--- src/rtl/tmr_pkg.sv ---
package tmr_pkg;

    typedef enum logic [1:0] {
        CS_STOP  = 2'd0,
        CS_DIV1  = 2'd1,
        CS_DIVN  = 2'd2,
        CS_DIVN2 = 2'd3
    } clk_sel_e;

    typedef enum logic [1:0] {
        WA_COUNT = 2'd0,
        WA_CMP_A = 2'd1,
        WA_CMP_B = 2'd2,
        WA_FLAGS = 2'd3
    } wr_addr_e;

    localparam int NUM_CH    = 2;
    localparam int NUM_FLAGS = NUM_CH + 1;
    localparam int FLG_WRAP  = 0;

    typedef struct packed {
        logic              load_cnt;
        logic [NUM_CH-1:0] load_cmp;
        logic              clr;
    } wr_dec_t;

    function automatic wr_dec_t decode_write(input logic en, input logic [1:0] addr);
        wr_dec_t d;
        d.load_cnt    = en && (addr == WA_COUNT);
        d.load_cmp[0] = en && (addr == WA_CMP_A);
        d.load_cmp[1] = en && (addr == WA_CMP_B);
        d.clr         = en && (addr == WA_FLAGS);
        return d;
    endfunction

    function automatic logic sel_divided(input logic [1:0] sel);
        return sel[1];
    endfunction

endpackage

--- src/rtl/tmr_prescaler.sv ---
module tmr_prescaler
    import tmr_pkg::*;
#(
    parameter int DIV = 8
) (
    input  logic       clk,
    input  logic       rst,
    input  logic [1:0] sel,
    output logic       tick_o
);
    localparam int PW = (DIV > 2) ? $clog2(DIV) : 1;
    localparam logic [PW-1:0] LAST = PW'(DIV - 1);

    logic [PW-1:0] pre_q;
    logic [1:0]    sel_q;
    logic          chg;

    assign chg = (sel != sel_q);

    always_ff @(posedge clk) begin
        if (rst) begin
            pre_q <= '0;
            sel_q <= CS_STOP;
        end else begin
            sel_q <= sel;
            if (chg || !sel_divided(sel) || pre_q == LAST)
                pre_q <= '0;
            else
                pre_q <= pre_q + 1'b1;
        end
    end

    always_comb begin
        case (sel)
            CS_STOP: tick_o = 1'b0;
            CS_DIV1: tick_o = 1'b1;
            default: tick_o = !chg && (pre_q == LAST);
        endcase
    end

    AST_DIV_GAP: assert property (@(posedge clk) disable iff (rst)
        (tick_o && sel_divided(sel)) |=> (!tick_o || !sel_divided(sel)));

endmodule

--- src/rtl/tmr_counter.sv ---
module tmr_counter #(
    parameter int W = 16
) (
    input  logic         clk,
    input  logic         rst,
    input  logic         tick,
    input  logic         load,
    input  logic [W-1:0] load_val,
    output logic [W-1:0] cnt_o,
    output logic         wrap_o,
    output logic         cmp_en_o,
    output logic         blocked_o
);
    localparam logic [W-1:0] MAXV = {W{1'b1}};

    logic [W-1:0] cnt_q;
    logic         blk_q;
    logic         adv;

    assign adv = tick && !load;

    always_ff @(posedge clk) begin
        if (rst) begin
            cnt_q <= '0;
            blk_q <= 1'b0;
        end else begin
            if (load)
                cnt_q <= load_val;
            else if (tick)
                cnt_q <= cnt_q + 1'b1;
            if (load)
                blk_q <= 1'b1;
            else if (tick)
                blk_q <= 1'b0;
        end
    end

    assign cnt_o     = cnt_q;
    assign blocked_o = blk_q;
    assign wrap_o    = adv && (cnt_q == MAXV);
    assign cmp_en_o  = adv && !blk_q;

    AST_HOLD_STOPPED: assert property (@(posedge clk) disable iff (rst)
        (!tick && !load) |=> $stable(cnt_o));
    AST_LOAD_EXACT: assert property (@(posedge clk) disable iff (rst)
        load |=> (cnt_o == $past(load_val)));
    AST_ROLL_ZERO: assert property (@(posedge clk) disable iff (rst)
        (tick && !load && cnt_o == MAXV) |=> (cnt_o == '0));
    AST_BLOCK_HELD: assert property (@(posedge clk) disable iff (rst)
        (blocked_o && !tick) |=> blocked_o);

endmodule

--- src/rtl/tmr_compare.sv ---
module tmr_compare #(
    parameter int W = 16
) (
    input  logic         clk,
    input  logic         rst,
    input  logic         load,
    input  logic [W-1:0] load_val,
    input  logic [W-1:0] cnt,
    input  logic         cmp_en,
    output logic         match_o
);
    logic [W-1:0] ref_q;

    always_ff @(posedge clk) begin
        if (rst)
            ref_q <= '0;
        else if (load)
            ref_q <= load_val;
    end

    assign match_o = cmp_en && (cnt == ref_q);

endmodule

--- src/rtl/tmr_flags.sv ---
module tmr_flags #(
    parameter int N = 3
) (
    input  logic         clk,
    input  logic         rst,
    input  logic [N-1:0] set_i,
    input  logic         clr_en,
    input  logic [N-1:0] clr_mask,
    output logic [N-1:0] flags_o
);
    logic [N-1:0] flg_q;
    logic [N-1:0] clr_eff;

    assign clr_eff = clr_en ? clr_mask : '0;

    always_ff @(posedge clk) begin
        if (rst)
            flg_q <= '0;
        else
            flg_q <= (flg_q & ~clr_eff) | set_i;
    end

    assign flags_o = flg_q;

    AST_SET_WINS: assert property (@(posedge clk) disable iff (rst)
        (|set_i) |=> ((flags_o & $past(set_i)) == $past(set_i)));
    AST_CLEAR_TAKES: assert property (@(posedge clk) disable iff (rst)
        clr_en |=> ((flags_o & $past(clr_mask & ~set_i)) == '0));

endmodule

--- src/rtl/cmp_timer.sv ---
module cmp_timer
    import tmr_pkg::*;
#(
    parameter int WIDTH    = 16,
    parameter int PRESCALE = 8
) (
    input  logic             clk,
    input  logic             rst,
    input  logic [1:0]       clk_sel,
    input  logic             wr_en,
    input  logic [1:0]       wr_addr,
    input  logic [WIDTH-1:0] wr_data,
    output logic [WIDTH-1:0] count_o,
    output logic [2:0]       flags_o
);
    localparam logic [WIDTH-1:0] ALL_ONES = {WIDTH{1'b1}};

    wr_dec_t               dec;
    logic                  tick_w;
    logic                  wrap_w;
    logic                  cmp_en_w;
    logic                  blk_w;
    logic [WIDTH-1:0]      cnt_w;
    logic [NUM_CH-1:0]     match_w;
    logic [NUM_FLAGS-1:0]  set_w;
    logic [NUM_FLAGS-1:0]  flg_w;

    assign dec = decode_write(wr_en, wr_addr);

    tmr_prescaler #(.DIV(PRESCALE)) u_pre (
        .clk    (clk),
        .rst    (rst),
        .sel    (clk_sel),
        .tick_o (tick_w)
    );

    tmr_counter #(.W(WIDTH)) u_cnt (
        .clk       (clk),
        .rst       (rst),
        .tick      (tick_w),
        .load      (dec.load_cnt),
        .load_val  (wr_data),
        .cnt_o     (cnt_w),
        .wrap_o    (wrap_w),
        .cmp_en_o  (cmp_en_w),
        .blocked_o (blk_w)
    );

    for (genvar ch = 0; ch < NUM_CH; ch++) begin : g_ch
        tmr_compare #(.W(WIDTH)) u_cmp (
            .clk      (clk),
            .rst      (rst),
            .load     (dec.load_cmp[ch]),
            .load_val (wr_data),
            .cnt      (cnt_w),
            .cmp_en   (cmp_en_w),
            .match_o  (match_w[ch])
        );
    end

    assign set_w = {match_w, wrap_w};

    tmr_flags #(.N(NUM_FLAGS)) u_flg (
        .clk      (clk),
        .rst      (rst),
        .set_i    (set_w),
        .clr_en   (dec.clr),
        .clr_mask (wr_data[NUM_FLAGS-1:0]),
        .flags_o  (flg_w)
    );

    assign count_o = cnt_w;
    assign flags_o = flg_w;

    AST_NO_MATCH_WHEN_BLOCKED: assert property (@(posedge clk) disable iff (rst)
        (tick_w && blk_w) |=> (!$rose(flags_o[1]) && !$rose(flags_o[2])));
    AST_WRAP_FLAG_SOURCE: assert property (@(posedge clk) disable iff (rst)
        $rose(flags_o[FLG_WRAP]) |-> ($past(count_o) == ALL_ONES));
    AST_STOP_NO_TICK: assert property (@(posedge clk) disable iff (rst)
        (clk_sel == CS_STOP && !dec.load_cnt) |=> (count_o == $past(count_o)));

endmodule

--- config.mk ---
export PLATFORM = sky130hd
export DESIGN_NAME = cmp_timer
export DESIGN_NICKNAME = d
export VERILOG_FILES = /design/src/rtl/tmr_pkg.sv /design/src/rtl/tmr_prescaler.sv /design/src/rtl/tmr_counter.sv /design/src/rtl/tmr_compare.sv /design/src/rtl/tmr_flags.sv /design/src/rtl/cmp_timer.sv
export SDC_FILE = /design/constraint.sdc
export NUM_CORES = 1
export LEC_CHECK = 0
export ABC_AREA = 1
export BUFFER_PORTS_ARGS = -buffer_cell sky130_fd_sc_hd__buf_4
export CORE_UTILIZATION = 58
export DETAILED_ROUTE_END_ITERATION = 10
export GPL_TIMING_DRIVEN = 0
export PLACE_DENSITY = 0.8
export SYNTH_ARGS = -nofsm -noshare
export SYNTH_HDL_FRONTEND = slang
export SYNTH_SLANG_ARGS = --single-unit
--- constraint.sdc ---
create_clock -name clk -period 1.9 [get_ports clk]
set_clock_uncertainty 0.2 [all_clocks]
set_input_delay 0.095 -clock clk [delete_from_list [all_inputs] [get_ports clk]]
set_output_delay 0.095 -clock clk [all_outputs]
set_load 0.02 [all_outputs]
# Word level (Yosys, flattened, before mapping)

Index checks and enable logic that the tools add are counted.

Input port bits: 23
Word-level logic and storage cells: 47
Bits in registers: 57
Output and inout bits: 19

Bitwise logic cells: 3
Reductions and logical operators: 20
Eq/ne operators: 9
Multiplexer cells: 6
Add/sub/neg operators: 2

Operator list:

| kind                                           | count |
|---|---|
| == test 16 bit                                 | 2 |
| two-way mux 16 bit                             | 2 |
| adder 16 x 1 -> 16 bit (second input constant) | 1 |
| == test 16 bit (second input constant)         | 1 |
| logical AND 1 bit                              | 10 |
| == test 2 x 1 -> 1 bit (second input constant) | 2 |
| == test 2 bit (second input constant)          | 2 |
| zero test 1 bit                                | 4 |
| zero test 2 bit                                | 2 |
| adder 3 x 1 -> 3 bit (second input constant)   | 1 |
| AND 3 bit                                      | 1 |
| == test 3 bit (second input constant)          | 1 |
| two-way mux 3 bit                              | 1 |
| inverter 3 bit                                 | 1 |
| OR 3 bit                                       | 1 |
| logical OR 1 bit                               | 2 |
| two-way mux 1 bit                              | 2 |
| inequality test 2 bit                          | 1 |
| case mux 1 bit (2 select lines)                | 1 |
| nonzero test 2 bit                             | 1 |
| OR reduction 2 bit                             | 1 |

# Logic depth before layout (Yosys ltp)

Gate-level depths: netlist of the first run.

Word-level depth: 8
Depth in mapped cells: 10
Depth with buffers taken out: 10

# Hierarchy

Synthesis of the first run repeated with hierarchy kept, for this count alone.

Cell total of the unflattened synthesis: 471
Area, all modules: 3,206.8 µm²

Modules (own cells, without submodules):

| module        | cells an instance | area each (µm²) | instances |
|---|---|---|---|
| tmr_compare   | 130               | 889.6           | 2 |
| tmr_counter   | 161               | 1,078.5         | 1 |
| tmr_prescaler | 27                | 210.2           | 1 |
| tmr_flags     | 15                | 108.9           | 1 |
| cmp_timer     | 8                 | 30.0            | 1 |

# Least setup slack after synthesis of the first run

No wires, ideal clock.

Kind: flip-flop to flip-flop
From: reg u_cnt.cnt_q[1], in the netlist u_cnt.cnt_o[1]
To: reg u_flg.flg_q[0], in the netlist u_flg.flags_o[0]
Clock period less this slack: 1.682 ns
Data required time: 1.633 ns
Slack: 0.218 ns
Stages on the path, launching flop included: 9
Path buffers: 0
Arrival: 1.415 ns
Cell sequence: dfxtp_1 ha_1 nand2_1 inv_2 nand2_4 nor2_8 nand3_2 nand3b_4 a21oi_2

Cells in the longest elaborated chain, start to end: 3

RTL lines:

| item                     | RTL line          | RTL |
|---|---|---|
| start: declaration       | tmr_counter.sv:16 | `logic [W-1:0] cnt_q;` |
| start signal: assignment | tmr_counter.sv:28 | `cnt_q <= load_val;` |
| start signal: assignment | tmr_counter.sv:30 | `cnt_q <= cnt_q + 1'b1;` |
| == test 16 bit           | tmr_counter.sv:40 | `assign wrap_o = adv && (cnt_q == MAXV);` |
| logical AND 1 bit        | tmr_counter.sv:40 |  |
| OR 3 bit                 | tmr_flags.sv:20   | `flg_q <= (flg_q & ~clr_eff) \| set_i;` |
| end signal: assignment   | tmr_flags.sv:20   |  |
| end: declaration         | tmr_flags.sv:11   | `logic [N-1:0] flg_q;` |

Every way passes these cells.
A chain may end at the register's enable or synchronous reset.

# Worst setup path in the final report of the first run

From: reg u_cnt.cnt_q[1], in the netlist u_cnt.cnt_o[1]
To: reg u_cnt.cnt_q[12], in the netlist u_cnt.cnt_o[12]

Cells in the longest elaborated chain, start to end: 3

RTL lines:

| item                   | RTL line          | RTL |
|---|---|---|
| adder 16 x 1 -> 16 bit | tmr_counter.sv:30 |  |
| two-way mux 16 bit     | tmr_counter.sv:29 | `else if (tick)` |
| two-way mux 16 bit     | tmr_counter.sv:27 | `if (load)` |

Every way passes these cells. The select of a mux whose other input is x is not followed.

==> results of run 1 <==
==> cell type report <==
cell class / instances / area (µm²)
Buffer: 20 / 123
Clock buffer: 13 / 179
Clock inverter: 2 / 35.0
Fill cell: 390 / 1160
Inverter: 59 / 221
Multi-Input combinational cell: 325 / 1670
Sequential cell: 57 / 1140
Tap cell: 70 / 87.6
Timing Repair Buffer: 66 / 558
==> sequential cells by signal (all words and copies together), names as in the netlist <==
signal and count:
g_ch.u_cmp.ref_q 32, u_cnt.cnt_o 16, u_flg.flags_o 3, u_pre.pre_q 3, u_pre.sel_q 2, u_cnt.blocked_o 1
==> layer usage <==
metal / wire [µm] / vias to the layer above / GRT usage, %
li1: - / 1591 / -
met1: 3560 / 1444 / 40.2
met2: 4110 / 124 / 55.1
met3: 579 / 21 / 4.89
met4: 269 / 0 / 17.5
met5: 0 / - / 0
==> kinds of logic (layout without fill, tap and decap cells) <==
group,Yosys count,after routing
simple gates,206,206
compound gates,90,90
buf+inv,79,160
flops,57,57
xor+xnor,26,26
fa+ha+maj,3,3
==> worst max-delay path, delay by kind of cell, from the launching register on <==
kind          cells  cell delay [ps]
fa+ha+maj         1              220
flops             1              470
simple gates      8              840
==> power by group through the flow <==
stage               registers [µW]  logic [µW]  clock network, µW
floorplan                     1330         252                  0
global placement              1320         405                  0
detailed placement            1320         412                  0
CTS                           1290         456               1210
global route                  1300         514               1250
finish                        1290         465               1210
==> repair_timing <==
| item | 4_1_cts | 5_1_grt |
|---|---|---|
| hold endpoints to repair | 54 | 0 |
| hold buffers | 25 | 0 |
| resized for setup | 0 | 1 |
| endpoints found under the setup margin | 0 | 1 |
==> through the flow <==
stage	area [µm²]	total power, µW	setup slack, ps
final	4010	2970	113
after global routing	4010	3070	13.1
after CTS	4010	2960	123
after detailed placement	3550	1730	152
after global placement	3550	1720	156
after floorplan	3150	1580	218
==> cells in the final DEF, fill, tap and decap left out, drive strengths merged <==
cell type | Yosys | routed
nor2 | 72 | 72
inv | 59 | 59
xnor2 | 23 | 23
bufinv | 0 | 1
dlygate4sd3 | 0 | 25
a21oi | 41 | 41
nand4 | 5 | 5
nand3b | 1 | 1
clkinv | 0 | 1
dfxtp | 57 | 57
xor2 | 3 | 3
clkbuf | 8 | 21
ha | 3 | 3
nand2 | 111 | 111
o21ai | 49 | 49
buf | 12 | 53
nand3 | 15 | 15
nor3 | 2 | 2
==> path summary, 6_finish.rpt <==
| kind | startpoint | to |
|---|---|---|
| setup / recovery | u_cnt.cnt_o[1]$_SDFFE_PP0P_ | u_cnt.cnt_o[12]$_SDFFE_PP0P_ |
| hold / removal | wr_addr[0] | g_ch[1].u_cmp.ref_q[6]$_SDFFE_PP0P_ |
| setup reg to reg | u_cnt.cnt_o[1]$_SDFFE_PP0P_ | u_cnt.cnt_o[12]$_SDFFE_PP0P_ |
| hold reg to reg | u_pre.pre_q[0]$_SDFF_PP0_ | u_pre.pre_q[0]$_SDFF_PP0_ |
==> results.ini, run 1 <==
[status]
outcome = completed

[critical_path]
slowest_delay_ps = 470
r2r_setup_slack_ps = 110
crit_chain = ha_1 -> nand2_1 -> nor2_1 -> nand3_1 -> nand2_1 -> nand2_1 -> nor2_1 -> nor2_1 -> nor2_1
cp_common_cell = nor2_1
crit_slowest_cell = dfxtp_1
worst_ep_arrival_time_ps = 1860
critPathMaxFanout = 6
startpoint_type = register
crit_type = register to register
reg2regPathDepth = 9
end_kind = register
required_ps = 1980

[pwr]
leakage_uw = 0.00184
power_density_nw_per_um2 = 741
combPwrFrac_pct = 15.6
internal-power_uw = 2190
swShare_pct = 26.4
seqPwrFrac_pct = 43.5
p_sw_uw = 785
peakVddDrop_mv = 0.612
pwr-share-clk_pct = 40.8

[sta]
rsz0062_at_grt = no
relSlewSlack_pct = 59.2
tns_ps = 0
final_hold_viol_count = 0
tightest_slew_ps = 612
slew_viol_final = 0
min_period_over_period_pct = 94.0
fin_crit_ps = 1790
fmax_mhz = 560
finalSetupViolCount = 0
hold-worst-slack_ps = 27.9

[synthesis]
netlist_instances = 461
synth_nets = 487
synth_common_cells = nand2_1, nor2_1, dfxtp_1
synth_area_um2 = 3150
synth_top_family_by_area = simple AND/OR/NAND/NOR gates
yosys.area.top_type_share_pct = 36.2
yosys_warnings = 0
ys_types = 31
synth_edf_count = 0
synth.most_common_cell = nand2_1
yosys.area_share.adder_pct = 1.19
synthMuxAreaShare_pct = 0
synth-simple-area-share_pct = 30.0
ys.flop_type = dfxtp_1
async_reset_ff_share_pct = 0
synth_area_leader_cell = dfxtp_1
synth_compound_area_share_pct = 14.4
synth_seq_area_share_pct = 36.2
syn-mean-instance-area_um2 = 6.83
yosys_register_bits = 57
synth-xor-area-share_pct = 7.23
synth_area_leaders = dfxtp_1, nand2_1, nor2_1

[placed_design]
place_congestion = 0.890
portBuffers = 41
hpwl_mm = 5.72
dp_cells = 572

[cells_and_area]
layout.nets = 564
fin_cells = 612
syn_to_final_growth_pct = 27.3
drive_gt1_share_pct = 18.3
diodes = 0
utilization_pct = 77.6

[clock_network]
clock_sinks = 57
cts_buffers = 9
cts_setup_buffers = 0
clkTransAtPathRegs_ps = 60
clk_path_buf_depth = 2
cts_tree = built
clk_latency_ps = 340
root_buffer = clkbuf_8
cts_htree_levels = 3

[route]
wirelength_mm = 8.52
viasPerCell = 5.20
drt_pass1_iterations = 5
wl_per_cell_um = 13.9
vias = 3180
drt_iter0_markers = 192
drc_errors = 0
final_antenna_net_count = 0

[floorplanning]
dieArea_um2 = 5730
ios = 42
die_y_um = 75.7
die_w_um = 75.7
rows = 26
coreArea_um2 = 5170
start_util_pct = 60.9

[worst_hold_path]
holdPathStages = 4
hp-class = input pin to register

[flow_run]
maxCapViolations = 0

[global_routing]
grt_max_degree = 11
grt_pass1_wl_mm = 13.5
antenna_found_initial = 0
grt_remaining_overflow = 0
grt_pass1_vias = 3018
grt.total_usage_pct = 32.6

No activity file was read; power rests on OpenSTA's default activity.
==> run 2: changes to the inputs <==
Clock period 1.9 ns to 1.83 ns, I/O delays scaled along.
==> results.ini, run 2 (synthesis gave the netlist of run 1 again) <==
[placed_design]
dpl_worst_slack_ps = 82.0
portBuffers = 41
place_congestion = 0.890
hpwl_mm = 5.72

[cells_and_area]
layout.nets = 565
largest_reg_flops = 32
utilization_pct = 77.9
diodes = 0
multi_input_area_um2 = 1670
final_common_cell = nand2_1
largest_register = g_ch.u_cmp.ref_q
syn_to_final_growth_pct = 27.8
regArea_um2 = 1140
final_cell_mix = nand2_1, nor2_1, dfxtp_1, inv_1, o21ai_0
fillers = 394
drive_gt1_share_pct = 19.3

[floorplanning]
die_y_um = 75.7
ios = 42
die_w_um = 75.7
rows = 26
coreArea_um2 = 5170
dieArea_um2 = 5730
start_util_pct = 60.9

[sta]
tightest_slew_ps = 591
fin_ws_ps = 87.9
rsz0062_at_grt = no
tns_ps = 0
fin_crit_ps = 1740
finalSetupViolCount = 0
final_hold_viol_count = 0
relSlewSlack_pct = 60.6
fmax_mhz = 574
slew_viol_final = 0
min_period_over_period_pct = 95.2

[flow_run]
maxCapViolations = 0

[route]
drc_errors = 0
viasPerCell = 5.24
final_antenna_net_count = 0
drt_iter0_markers = 159
wirelength_mm = 8.58
drt_pass1_iterations = 5
vias = 3211
wl_per_cell_um = 14.0

[global_routing]
gr-usage-met3_pct = 4.89
grt.total_usage_pct = 32.6
grt_pass1_wl_mm = 13.5
grt_pass1_vias = 3018
grtUsageMet1_pct = 40.2
grtUsageMet2_pct = 55.1
antenna_found_initial = 0
busiest_layer = met2
grt_max_degree = 11
grt_remaining_overflow = 0

[clock_network]
root_buffer = clkbuf_8
clock_sinks = 57
clk_latency_ps = 340
clk_path_buf_depth = 2
clkTransAtPathRegs_ps = 60
cts_buffers = 9
cts_tree = built
cts_htree_levels = 3

[critical_path]
worst_ep_arrival_time_ps = 1830
critPathMaxFanout = 10
required_ps = 1910
end_kind = register
crit_type = register to register
crit_start = u_pre.pre_q[0]$_SDFF_PP0_
startpoint_type = register
reg2reg_from = u_pre.pre_q[0]$_SDFF_PP0_

[worst_hold_path]
hp-start = wr_addr[0]
hp-class = input pin to register

[pwr]
peakVddDrop_mv = 0.638
power_density_nw_per_um2 = 767
leakage_uw = 0.00184

[status]
outcome = completed

## run 2: routing by layer
layer  vias up  part of all wire, %
met5         -                    0
li1       1596                    -
met3        25                  6.3
met4         0                  3.4
met2       137                   48
met1      1453                   42
## run 2: worst paths after layout
check / end / slack (ps) / cells after the start
max: u_cnt.cnt_o[6]$_SDFFE_PP0P_ / 90 / 9
min: g_ch[1].u_cmp.ref_q[4]$_SDFFE_PP0P_ / 30 / 4
min reg2reg: u_pre.pre_q[0]$_SDFF_PP0_ / 200 / 1
max reg2reg: u_cnt.cnt_o[6]$_SDFFE_PP0P_ / 90 / 9
## run 2: worst max-delay path, stage by stage (launching register included)
cell and delay, ps:
dfxtp_2 320, ha_1 190, ha_2 190, nand4_4 130, nand3_4 160, inv_2 190
nand2_1 80, nand3_1 100, nand2_1 50, inv_1 60
## run 2: report_power, final
group / internal (µW) / switching, µW / total [µW]
Clock: 768 / 494 / 1260
Sequential: 1300 / 46.9 / 1340
Combinational: 207 / 276 / 483
Total: 2270 / 817 / 3090
## run 2: through the flow
stage               total power, µW  std cells  hold slack, ps  instance area (µm²)
floorplan                      1640        461           -1.80                 3150
global placement               1790        572             120                 3550
detailed placement             1800        572             129                 3550
CTS                            3080        612            16.9                 4010
global route                   3190        613            46.0                 4030
finish                         3090        613            32.0                 4030
## run 2: final cells by class
class                      instances  area share, %
clock buffer                      13           4.44
tap                               70           2.17
timing repair buffer              67           14.0
sequential                        57           28.4
multi-input combinational        325           41.5
clock inverter                     2          0.870
inverter                          59           5.50
buffer                            20           3.08
## run 2: what timing repair did
item | 4_1_cts | 5_1_grt
gates resized for setup | 0 | 7
hold endpoints to repair | 54 | 0
setup buffers | 0 | 1
hold buffers | 25 | 0
setup endpoints to repair | 0 | 12
==> run 3: changes to the inputs <==
Settings changed: CORE_UTILIZATION 58 to 52, MAX_ROUTING_LAYER set to met4, PLACE_DENSITY 0.8 to 0.76.
Clock period 1.83 ns to 1.4 ns, I/O delays scaled along.
==> results.ini, run 3 (synthesis gave the netlist of run 1 again) <==
[status]
outcome = finished with violations
violations = negative hold slack, negative setup slack

[sta]
relSlewSlack_pct = 59.0
fin_ws_ps = -251
rsz0062_at_grt = yes
finalSetupViolCount = 20
slew_viol_final = 0
min_period_over_period_pct = 118
hold-worst-slack_ps = -132
final_hold_viol_count = 15
fmax_mhz = 606
fin_crit_ps = 1650
tightest_slew_ps = 614

[route]
viasPerCell = 5.26
drt_pass1_iterations = 6
drt_iter0_markers = 224
wirelength_mm = 8.95
vias = 3274
drc_errors = 0
final_antenna_net_count = 0
wl_per_cell_um = 14.4

[pwr]
power_density_nw_per_um2 = 1000
leakage_uw = 0.00190
finalPower_uw = 4320
peakVddDrop_mv = 0.667

[cells_and_area]
layout.nets = 571
fillers = 432
largest_register = g_ch.u_cmp.ref_q
syn_to_final_growth_pct = 37.0
largest_reg_flops = 32
diodes = 0
final_common_cell = nand2_1
drive_gt1_share_pct = 28.4
final_cell_mix = nand2_1, nor2_1, buf_4, inv_1, o21ai_0

[floorplanning]
rows = 27
start_util_pct = 55.5
die_w_um = 79.8
coreArea_um2 = 5680
ios = 42
die_y_um = 79.8
dieArea_um2 = 6370

[global_routing]
grt_pass1_vias = 3005
grt_max_degree = 11
grt_remaining_overflow = 0
antenna_found_initial = 0
grt_pass1_wl_mm = 14.1
grt.total_usage_pct = 30.6

[critical_path]
crit_type = register to register
required_ps = 1410
critPathMaxFanout = 5
startpoint_type = register
end_kind = register
worst_ep_arrival_time_ps = 1660

[clock_network]
clkTransAtPathRegs_ps = 70
clock_sinks = 57
cts_buffers = 9
hold_buffers = 22
cts_htree_levels = 3
root_buffer = clkbuf_8
cts_tree = built
clk_latency_ps = 350
clk_path_buf_depth = 2

[placed_design]
place_congestion = 0.903
portBuffers = 41
hpwl_mm = 5.93

[worst_hold_path]
hp-class = input pin to register

[flow_run]
maxCapViolations = 0

==> run 3: worst paths after layout <==
kind	start	to	slack [ps]	depth (start not counted)
worst max-delay path	u_pre.pre_q[0]$_SDFF_PP0_	u_cnt.cnt_o[4]$_SDFFE_PP0P_	-250	9
worst min-delay path	rst	u_cnt.cnt_o[0]$_SDFFE_PP0P_	-130	3
worst max register to register	u_pre.pre_q[0]$_SDFF_PP0_	u_cnt.cnt_o[4]$_SDFFE_PP0P_	-250	9
worst min register to register	u_pre.pre_q[0]$_SDFF_PP0_	u_pre.pre_q[0]$_SDFF_PP0_	230	1
==> run 3: repair_timing <==
item                                    CTS  global route
setup buffers                             5             7
hold endpoints to repair                 54            11
gates resized for setup                  17            33
cloned                                    1             0
pin swaps                                 8            12
endpoints found under the setup margin   19            22
==> run 3: final cells by class <==
type | count | area, µm² | area share (%)
Multi-Input combinational cell | 325 | 1830 | 42.4
Sequential cell | 57 | 1180 | 27.3
Clock buffer | 9 | 124 | 2.87
Buffer | 18 | 128 | 2.96
Inverter | 59 | 231 | 5.36
Timing Repair Buffer | 75 | 623 | 14.4
Clock inverter | 7 | 109 | 2.52
Tap cell | 72 | 90.1 | 2.09
==> run 3: per-layer routing <==
| layer | wire length (µm) | share of wire, % | track usage, % |
|---|---|---|---|
| met1 | 3860 | 43 | 37.3 |
| met3 | 587 | 6.6 | 7.20 |
| met2 | 4240 | 47 | 48.5 |
| met5 | 0 | 0 | - |
| met4 | 267 | 3.0 | 12.5 |
==> run 3: stage by stage <==
stage | setup WS (ps) | utilization [%] | TNS (ps) | area (µm²) | instances
floorplan | -74.9 | - | -649 | 3250 | 461
finish | -251 | 76.1 | -3160 | 4320 | 622
global placement | -189 | 64.2 | -3900 | 3640 | 574
detailed placement | -219 | 64.2 | -4360 | 3640 | 574
CTS | -192 | 73.7 | -2830 | 4180 | 617
global route | -295 | 76.1 | -4300 | 4320 | 622
==> run 3: worst max-delay path, stage by stage, from the launching register on <==
cell and delay [ps]:
dfxtp_2 340, ha_4 160, ha_4 160, nand4_4 90, nand2_2 80, nand2_4 100, buf_6 140, nor2_1 40
nor2_1 120, a21oi_1 80
==> run 3: power by group <==
part / switching [µW] / leakage (µW) / internal (µW)
clock network: 710 / 0.000120 / 1170
logic: 388 / 0.00131 / 303
registers: 68.5 / 0.000475 / 1690
total: 1170 / 0.00190 / 3160
